===== src/rtl/irqPkg.sv =====
package irqPkg;
  // Strobes from control to datapath, valid for one clock
  typedef struct packed {
    logic sampleNow;  // phase-2 edge: sample lines, post timers
    logic accept;     // a request is taken on this edge
    logic acceptHi;   // the taken request came from the high group
  } irqStrobe_t;
endpackage


===== src/rtl/irqDatapath.sv =====
module irqDatapath
  import irqPkg::*;
#(
  parameter int NUM_EXT = 6,
  parameter int NUM_TMR = 2,
  localparam int NSRC  = NUM_EXT + NUM_TMR,
  localparam int IDX_W = $clog2(NSRC)
) (
  input  logic               clk,
  input  logic               rstN,
  input  irqStrobe_t         strobe,
  input  logic [NUM_EXT-1:0] extReq,
  input  logic [NUM_EXT-1:0] extEdge,
  input  logic [NUM_TMR-1:0] tmrOvf,
  input  logic [NSRC-1:0]    srcEn,
  input  logic               globalEn,
  input  logic [NSRC-1:0]    srcHiPrio,
  output logic [NSRC-1:0]    pendFlags,
  output logic               hiValid,
  output logic [IDX_W-1:0]   hiIdx,
  output logic               loValid,
  output logic [IDX_W-1:0]   loIdx
);
  logic [NSRC-1:0]    flags;
  logic [NUM_EXT-1:0] prevSample;
  logic [NUM_TMR-1:0] tmrSeen;
  logic [NSRC-1:0]    liveReq, hiReq, loReq, clrMask;
  logic [IDX_W-1:0]   takenIdx;

  assign liveReq = flags & srcEn & {NSRC{globalEn}};
  assign hiReq   = liveReq & srcHiPrio;
  assign loReq   = liveReq & ~srcHiPrio;

  // Fixed polling order: the lowest index wins within a group
  always_comb begin
    hiValid = |hiReq;
    loValid = |loReq;
    hiIdx   = '0;
    loIdx   = '0;
    for (int i = NSRC - 1; i >= 0; i--) begin
      if (hiReq[i]) hiIdx = IDX_W'(i);
      if (loReq[i]) loIdx = IDX_W'(i);
    end
  end

  assign takenIdx = strobe.acceptHi ? hiIdx : loIdx;
  assign clrMask  = strobe.accept ? (NSRC'(1) << takenIdx) : '0;

  // External lines, one generate branch per line
  for (genvar e = 0; e < NUM_EXT; e++) begin : gExt
    always_ff @(posedge clk or negedge rstN) begin
      if (!rstN) begin
        flags[e]      <= 1'b0;
        prevSample[e] <= 1'b0;
      end else if (strobe.sampleNow) begin
        prevSample[e] <= extReq[e];
        if (extEdge[e]) flags[e] <= (flags[e] & ~clrMask[e]) | (extReq[e] & ~prevSample[e]);
        else            flags[e] <= extReq[e];
      end
    end
  end

  // Timer overflows: held until the next sample edge
  for (genvar t = 0; t < NUM_TMR; t++) begin : gTmr
    always_ff @(posedge clk or negedge rstN) begin
      if (!rstN) begin
        flags[NUM_EXT+t] <= 1'b0;
        tmrSeen[t]       <= 1'b0;
      end else if (strobe.sampleNow) begin
        flags[NUM_EXT+t] <= (flags[NUM_EXT+t] & ~clrMask[NUM_EXT+t]) | tmrSeen[t] | tmrOvf[t];
        tmrSeen[t]       <= 1'b0;
      end else begin
        tmrSeen[t] <= tmrSeen[t] | tmrOvf[t];
      end
    end
  end

  assign pendFlags = flags;
endmodule


===== src/rtl/irqControl.sv =====
module irqControl
  import irqPkg::*;
#(
  parameter int NSRC     = 8,
  parameter int ADDR_W   = 16,
  parameter int VEC_BASE = 3,
  parameter int VEC_STEP = 8,
  parameter int CALL_MC  = 4,
  localparam int IDX_W     = $clog2(NSRC),
  localparam int CALL_CLKS = CALL_MC * 4,
  localparam int CNT_W     = $clog2(CALL_CLKS + 1)
) (
  input  logic              clk,
  input  logic              rstN,
  input  logic              hiValid,
  input  logic [IDX_W-1:0]  hiIdx,
  input  logic              loValid,
  input  logic [IDX_W-1:0]  loIdx,
  input  logic              lastCycle,
  input  logic              regAccess,
  input  logic              retiPulse,
  output irqStrobe_t        strobe,
  output logic              callStart,
  output logic              callBusy,
  output logic [ADDR_W-1:0] vecAddr,
  output logic              inSvcHi,
  output logic              inSvcLo,
  output logic [1:0]        machinePhase
);
  logic [1:0]       phase;
  logic [CNT_W-1:0] busyCnt;
  logic             hiOk, loOk, pollOk;
  logic [IDX_W-1:0] winIdx;

  assign hiOk   = hiValid & ~inSvcHi;
  assign loOk   = loValid & ~inSvcHi & ~inSvcLo;
  assign pollOk = (phase == 2'd2) & lastCycle & ~regAccess & (busyCnt == '0);
  assign winIdx = hiOk ? hiIdx : loIdx;

  always_comb begin
    strobe.sampleNow = (phase == 2'd2);
    strobe.accept    = pollOk & (hiOk | loOk);
    strobe.acceptHi  = hiOk;
  end

  always_ff @(posedge clk or negedge rstN) begin
    if (!rstN) begin
      phase     <= 2'd0;
      busyCnt   <= '0;
      callStart <= 1'b0;
      vecAddr   <= '0;
      inSvcHi   <= 1'b0;
      inSvcLo   <= 1'b0;
    end else begin
      phase     <= phase + 2'd1;
      callStart <= strobe.accept;
      if (strobe.accept) begin
        busyCnt <= CNT_W'(CALL_CLKS);
        vecAddr <= ADDR_W'(VEC_BASE) + ADDR_W'(winIdx) * ADDR_W'(VEC_STEP);
      end else if (busyCnt != '0) begin
        busyCnt <= busyCnt - CNT_W'(1);
      end
      // Return clears the top active level; a new acceptance sets its own level
      if (strobe.accept && hiOk) inSvcHi <= 1'b1;
      else if (retiPulse && inSvcHi) inSvcHi <= 1'b0;
      if (strobe.accept && !hiOk) inSvcLo <= 1'b1;
      else if (retiPulse && !inSvcHi) inSvcLo <= 1'b0;
    end
  end

  assign callBusy     = (busyCnt != '0);
  assign machinePhase = phase;
endmodule


===== src/rtl/irqPrioCtl.sv =====
module irqPrioCtl
  import irqPkg::*;
#(
  parameter int NUM_EXT  = 6,
  parameter int NUM_TMR  = 2,
  parameter int ADDR_W   = 16,
  parameter int VEC_BASE = 3,
  parameter int VEC_STEP = 8,
  parameter int CALL_MC  = 4,
  localparam int NSRC  = NUM_EXT + NUM_TMR,
  localparam int IDX_W = $clog2(NSRC)
) (
  input  logic               clk,
  input  logic               rstN,
  input  logic [NUM_EXT-1:0] extReq,
  input  logic [NUM_EXT-1:0] extEdge,
  input  logic [NUM_TMR-1:0] tmrOvf,
  input  logic [NSRC-1:0]    srcEn,
  input  logic               globalEn,
  input  logic [NSRC-1:0]    srcHiPrio,
  input  logic               lastCycle,
  input  logic               regAccess,
  input  logic               retiPulse,
  output logic               callStart,
  output logic               callBusy,
  output logic [ADDR_W-1:0]  vecAddr,
  output logic               inSvcHi,
  output logic               inSvcLo,
  output logic [NSRC-1:0]    pendFlags,
  output logic [1:0]         machinePhase
);
  irqStrobe_t       strobe;
  logic             hiValid, loValid;
  logic [IDX_W-1:0] hiIdx, loIdx;

  irqDatapath #(.NUM_EXT(NUM_EXT), .NUM_TMR(NUM_TMR)) uData (
    .clk(clk), .rstN(rstN), .strobe(strobe),
    .extReq(extReq), .extEdge(extEdge), .tmrOvf(tmrOvf),
    .srcEn(srcEn), .globalEn(globalEn), .srcHiPrio(srcHiPrio),
    .pendFlags(pendFlags), .hiValid(hiValid), .hiIdx(hiIdx),
    .loValid(loValid), .loIdx(loIdx)
  );

  irqControl #(.NSRC(NSRC), .ADDR_W(ADDR_W), .VEC_BASE(VEC_BASE),
               .VEC_STEP(VEC_STEP), .CALL_MC(CALL_MC)) uCtl (
    .clk(clk), .rstN(rstN), .hiValid(hiValid), .hiIdx(hiIdx),
    .loValid(loValid), .loIdx(loIdx), .lastCycle(lastCycle),
    .regAccess(regAccess), .retiPulse(retiPulse), .strobe(strobe),
    .callStart(callStart), .callBusy(callBusy), .vecAddr(vecAddr),
    .inSvcHi(inSvcHi), .inSvcLo(inSvcLo), .machinePhase(machinePhase)
  );
endmodule


===== config.mk =====
export PLATFORM = sky130hd
export DESIGN_NAME = irqPrioCtl
export DESIGN_NICKNAME = d
export VERILOG_FILES = /design/src/rtl/irqPkg.sv /design/src/rtl/irqDatapath.sv /design/src/rtl/irqControl.sv /design/src/rtl/irqPrioCtl.sv
export SDC_FILE = /design/constraint.sdc
export NUM_CORES = 1
export LEC_CHECK = 0
export ABC_AREA = 1
export BUFFER_PORTS_ARGS = -buffer_cell sky130_fd_sc_hd__buf_2
export CAP_MARGIN = 20
export CORE_UTILIZATION = 42
export CTS_CLUSTER_SIZE = 10
export DETAILED_ROUTE_END_ITERATION = 6
export HOLD_SLACK_MARGIN = 0.1
export PLACE_DENSITY_LB_ADDON = 0.08
export SLEW_MARGIN = 20
export SYNTH_ARGS = -nofsm -noshare
export SYNTH_HDL_FRONTEND = slang
export SYNTH_SLANG_ARGS = --single-unit

===== constraint.sdc =====
create_clock -name clk -period 1.55 [get_ports clk]
set_input_delay 0.2325 -clock clk [delete_from_list [all_inputs] [get_ports clk]]
set_output_delay 0.2325 -clock clk [all_outputs]
set_load 0.02 [all_outputs]

# Word-level counts from Yosys, hierarchy flattened
# Index checks and enable logic that the tools add are counted.
[word_totals]
register_bits = 42
inputBits = 36
output_inout_bits = 30
wordCells = 128
[classes]
n_addsub = 3
eq_ne = 1
shift = 1
muxes = 32
bitwise = 56
reduce_logical = 13
[op_table]
columns = ["cell", "count"]
rows = [
  ["2-to-1 mux 3 bit", 17],
  ["AND 8 bit", 4],
  ["AND 1 bit", 21],
  ["NOT 1 bit", 17],
  ["OR reduction 8 bit", 2],
  ["OR 1 bit", 13],
  ["2-to-1 mux 1 bit", 12],
  ["2-to-1 mux 5 bit", 2],
  ["2-to-1 mux 8 bit", 1],
  ["NOT 8 bit", 1],
  ["<< shifter 1 x 3 -> 8 bit, first input constant", 1],
  ["adder 2 x 6 -> 7 bit, first input constant", 1],
  ["nonzero test 2 bit", 3],
  ["logical NOT 5 bit", 1],
  ["nonzero test 5 bit", 1],
  ["subtractor 5 x 1 -> 5 bit, second input constant", 1],
  ["logical AND 1 bit", 4],
  ["adder 2 x 1 -> 2 bit, second input constant", 1],
  ["equality test 2 bit, second input constant", 1],
  ["logical NOT 1 bit", 2],
]

# Longest topological paths before layout
[depth]
word_depth = 18
ltp_mapped = 16
depth_no_buf = 14

# Hierarchy
# A second synthesis with hierarchy kept.
[hier_totals]
cells_unflattened = 273
hier_area_um2 = 2010.7
[by_module_without_submodules]
columns = ["module", "instances", "cells_per_inst", "area_each_um2", "seq_area_each_um2"]
rows = [
  ["irqDatapath", 1, 181, 1228.7, 400.4],
  ["irqControl", 1, 92, 782.0, 350.3],
]

# Worst setup path before layout
# No wires, ideal clock.
[synth_timing]
kind = "reg-to-reg"
startpoint = "register uCtl.busyCnt[0]"
endpoint = "register uData.flags[5] (netlist: uData.pendFlags[5])"
setup_ns = 0.122
arrival_time_ns = 1.616
required_time_ns = 1.428
path_slack_ns = -0.188
path_stages_with_launch = 12
path_buffers = 0
synth_period_minus_slack_ns = 1.738
path_cell_list = "dfrtp_1 inv_1 ha_1 nand3b_2 nor3_2 nand2_2 nand2_4 inv_4 nor2_4 nand3_1 nand2_1 a21oi_2"
[synth_rtl]
columns = ["item", "line", "source"]
rows = [
  ["start: declaration", "irqControl.sv:31", "logic [CNT_W-1:0] busyCnt;"],
  ["start signal: assignment", "irqControl.sv:58", "busyCnt <= CNT_W'(CALL_CLKS);"],
  ["start signal: assignment", "irqControl.sv:61", "busyCnt <= busyCnt - CNT_W'(1);"],
  ["end signal: indexed assignment", "irqDatapath.sv:57", "if (extEdge[e]) flags[e] <= (flags[e] & ~clrMask[e]) | (extReq[e] & ~prevSample[e]);"],
  ["end signal: indexed assignment", "irqDatapath.sv:58", "else flags[e] <= extReq[e];"],
  ["end: declaration", "irqDatapath.sv:24", "logic [NSRC-1:0] flags;"],
]

==> summary.md <==
| Metric | Value |
|---|---|
| Outcome | finished with violations |
| Failing checks | negative setup slack |
| Initial DRC Count | 82 |
| Hpwl dp | 3630 um |
| Most common cell after layout, fill and taps aside | nand2_1 |
| # DRC | 0 |
| Unrepaired setup endpoints after global routing | yes |
| Final ANT Viol Nets | 0 |
| Number of synthesized flops with an enable pin | 0 |
| Final WS setup | -104 ps |
| Post-Synth Simple-Gate Area | 0.391 |
| Die area | 5110 um^2 |
| Setup CP Type | reg2reg |
| Critical path, cell by cell | nand4_1, nand2_1, nor2_4, nand2_4, nand2_4, nand2_4, buf_4, buf_4, or2_2 |
| Clk sink count | 30 |
| Die height | 71.5 um |
| Yosys warns | 0 |
| Crit path launch type | flop |
| Critical Path AT | 1810 ps |
| Sequential-to-total area share from yosys stat | 0.371 |
| Max clock buf depth | 2 |
| Final worst path period need | 1650 ps |
| Ant. Diodes | 0 |
| Power after layout | 2860 uW |
| Clock Skews | 6.15 ps |
| Total GRT Usage | 0.192 |
| Max-slew violation count | 0 |
| Slowest CP cell | dfrtp_1 |
| Synth cell types | 33 |
| Layout cell share with drive strength beyond 1 | 0.462 |
| FP Rows | 24 |
| Cell area power density | 1030 nW/um^2 |
| Ys async rst share | 1.00 |
| Core Area | 4500 um^2 |
| Synth top area share | 0.371 |
| Max VDD drop | 0.000543 V |
| Top cell type by total area after synthesis | dfrtp_1 |
| GR Util met2 | 0.319 |
| Adder-cell area share of the yosys netlist | 0.0124 |
| CTS tree | yes |
| DRT Wirelength | 4550 um |
| Detailed-route via count | 1867 |
| Post-synth top flop | dfrtp_1 |
| GR Util met3 | 0.0352 |
| XOR/XNOR share of the synthesized area | 0.0130 |
| Inserted Clock Buffers | 5 |
| TritonRoute pass-1 iters | 4 |
| Synth Cell Area | 2030 um^2 |
| Vias per std cell | 4.61 |
| CP max FO | 4 |
| First-pass GRT wire length | 7590 um |
| # port buffers | 54 |
| Worst Path Required | 1710 ps |
| Final setup viols | 10 |
| Syn avg cell area | 7.79 um^2 |
| Top-Level Pins | 66 |
| Fmax achieved | 605 MHz |
| Area Overhead vs Synth | 37.4% |
| Initial core utilization | 0.450 |
| GPL Wtd Cong | 0.833 |
| DR WL/cell | 11.2 um |
| Crit end category | flop |
| Root buf cell | clkbuf_8 |
| Commonest non-fill, non-tap cells in the layout | nand2_1 (71), buf_2 (53), buf_4 (33), dfrtp_1 (27), inv_1 (26) |
| Final hold violations | 0 |
| Clock Latency Late Sink | 270 ps |
| HP Class | in2reg |
| Total gr overflow | 0 |
| Post-Synthesis Cells | 260 |
| M1 GR Usage | 0.253 |
| H-tree levels | 2 |
| Leak Pwr | 0.00154 uW |
| Final Net Count | 390 |
| Initial antenna violation count | 0 |
| Post-layout util | 0.618 |
| Period utilisation layout | 1.07 |
| Vias in the first global route | 1741 |
| Largest family of logic cells by synthesized area | simple AND/OR/NAND/NOR gates |
| Post-synthesis mux area share | 0 |
| Grt peak-use layer | met2 |
| Largest stage delay, worst path | 430 ps |
| Most used cell, CP | nand2_4 |
| #FFs+latches synth | 30 |
| Top cells by area, synth | dfrtp_1 (37%), nand2_1 (14%), inv_1 (5.6%) |
| Clock Pin Slew Worst Setup and Hold Paths | 70 ps |
| Compound-gate portion of the synthesized area | 0.0741 |
| Largest net degree at the start of global routing | 16 |
| Max Cap Viol | 0 |
| Die X | 71.5 um |
[synthesized netlist by cell type, types with 2 or more instances]
cell,number
nand2_2,9
a21oi_2,5
nand4_1,14
nor2_1,19
or2_2,2
nand3_1,9
inv_2,4
dfrtp_1,30
nand2_1,75
o21ai_1,2
nand4_4,3
o21ai_0,5
a21oi_1,8
nand4_2,3
buf_6,3
inv_1,30
ha_1,2
nand2_4,4
nor2_2,6
xor2_1,3
buf_4,12
[registers in the layout, summed over array words and instances (netlist names)]
register           flops
uData.pendFlags        8
uData.prevSample       6
uCtl.busyCnt           5
uCtl.vecAddr           4
uCtl.machinePhase      2
uData.tmrSeen          2
uCtl.callStart         1
uCtl.inSvcHi           1
uCtl.inSvcLo           1
[per-layer routing]
| metal | vias up | part of all wire |
|---|---|---|
| met4 | 0 | 0.013 |
| met3 | 7 | 0.030 |
| li1 | 989 | - |
| met2 | 45 | 0.48 |
| met5 | - | 0 |
| met1 | 826 | 0.47 |
[kinds of logic after synthesis]
| family | Yosys count |
|---|---|
| AOI/OAI and AO/OA | 23 |
| xor gates and xnor gates | 3 |
| adders and majority gates | 2 |
| buffers and inverters | 51 |
| DFF | 30 |
| other | 1 |
| and+or+nand+nor | 150 |
[area by class of cell]
cell class | instances | area [um^2]
Clock buffer | 5 | 68.8
Clock inverter | 3 | 40.0
Fill cell | 418 | 1720
Inverter | 35 | 136
Multi-Input combinational cell | 189 | 1140
Sequential cell | 30 | 754
Tap cell | 52 | 65.1
Timing Repair Buffer | 91 | 577
[where the power goes]
part | internal, uW | total (uW) | switching (uW)
combinational | 502 | 1090 | 584
clock | 472 | 760 | 288
sequential | 913 | 1010 | 100
[critical path, delay by kind of cell (launching register included)]
kind	cells	cell delay, ps
flops	1	430
buf+inv	2	270
simple gates	7	830
[final timing paths]
kind                                     startpoint                  end  slack (ps)  cells past startpoint
worst min-delay path                      retiPulse         uCtl.inSvcHi         150                      2
max in group asynchronous                      rstN         uCtl.inSvcHi         750                      3
worst max register to register   uData.pendFlags[7]      uCtl.vecAddr[1]        -100                      9
min in group asynchronous                      rstN  uData.prevSample[3]         360                      2
worst min register to register  uData.prevSample[1]  uData.prevSample[1]         470                      2
worst max-delay path             uData.pendFlags[7]      uCtl.vecAddr[1]        -100                      9
[stage by stage]
| stage | hold slack [ps] | cell area (um^2) | worst slack (ps) | setup TNS (ps) | cells |
|---|---|---|---|---|---|
| 6_report | 153 | 2780 | -104 | -341 | 405 |
| 5_1_grt | 155 | 2780 | -182 | -1670 | 405 |
| 4_1_cts | 148 | 2710 | -44.4 | -244 | 403 |
| 3_5_place_dp | 127 | 2530 | -198 | -1350 | 391 |
| 3_3_place_gp | 126 | 2530 | -182 | -1090 | 391 |
| 2_1_floorplan | -63.1 | 2090 | -78.9 | -464 | 270 |
[what timing repair did]
action	4_1_cts	5_1_grt
setup endpoints to repair	12	13
hold endpoints to repair	10	0
buffers inserted	3	2
gates resized for setup	13	16
pin swaps	12	22
gates cloned	0	0
hold buffers	1	0
Power figures use the tool's default switching activity.
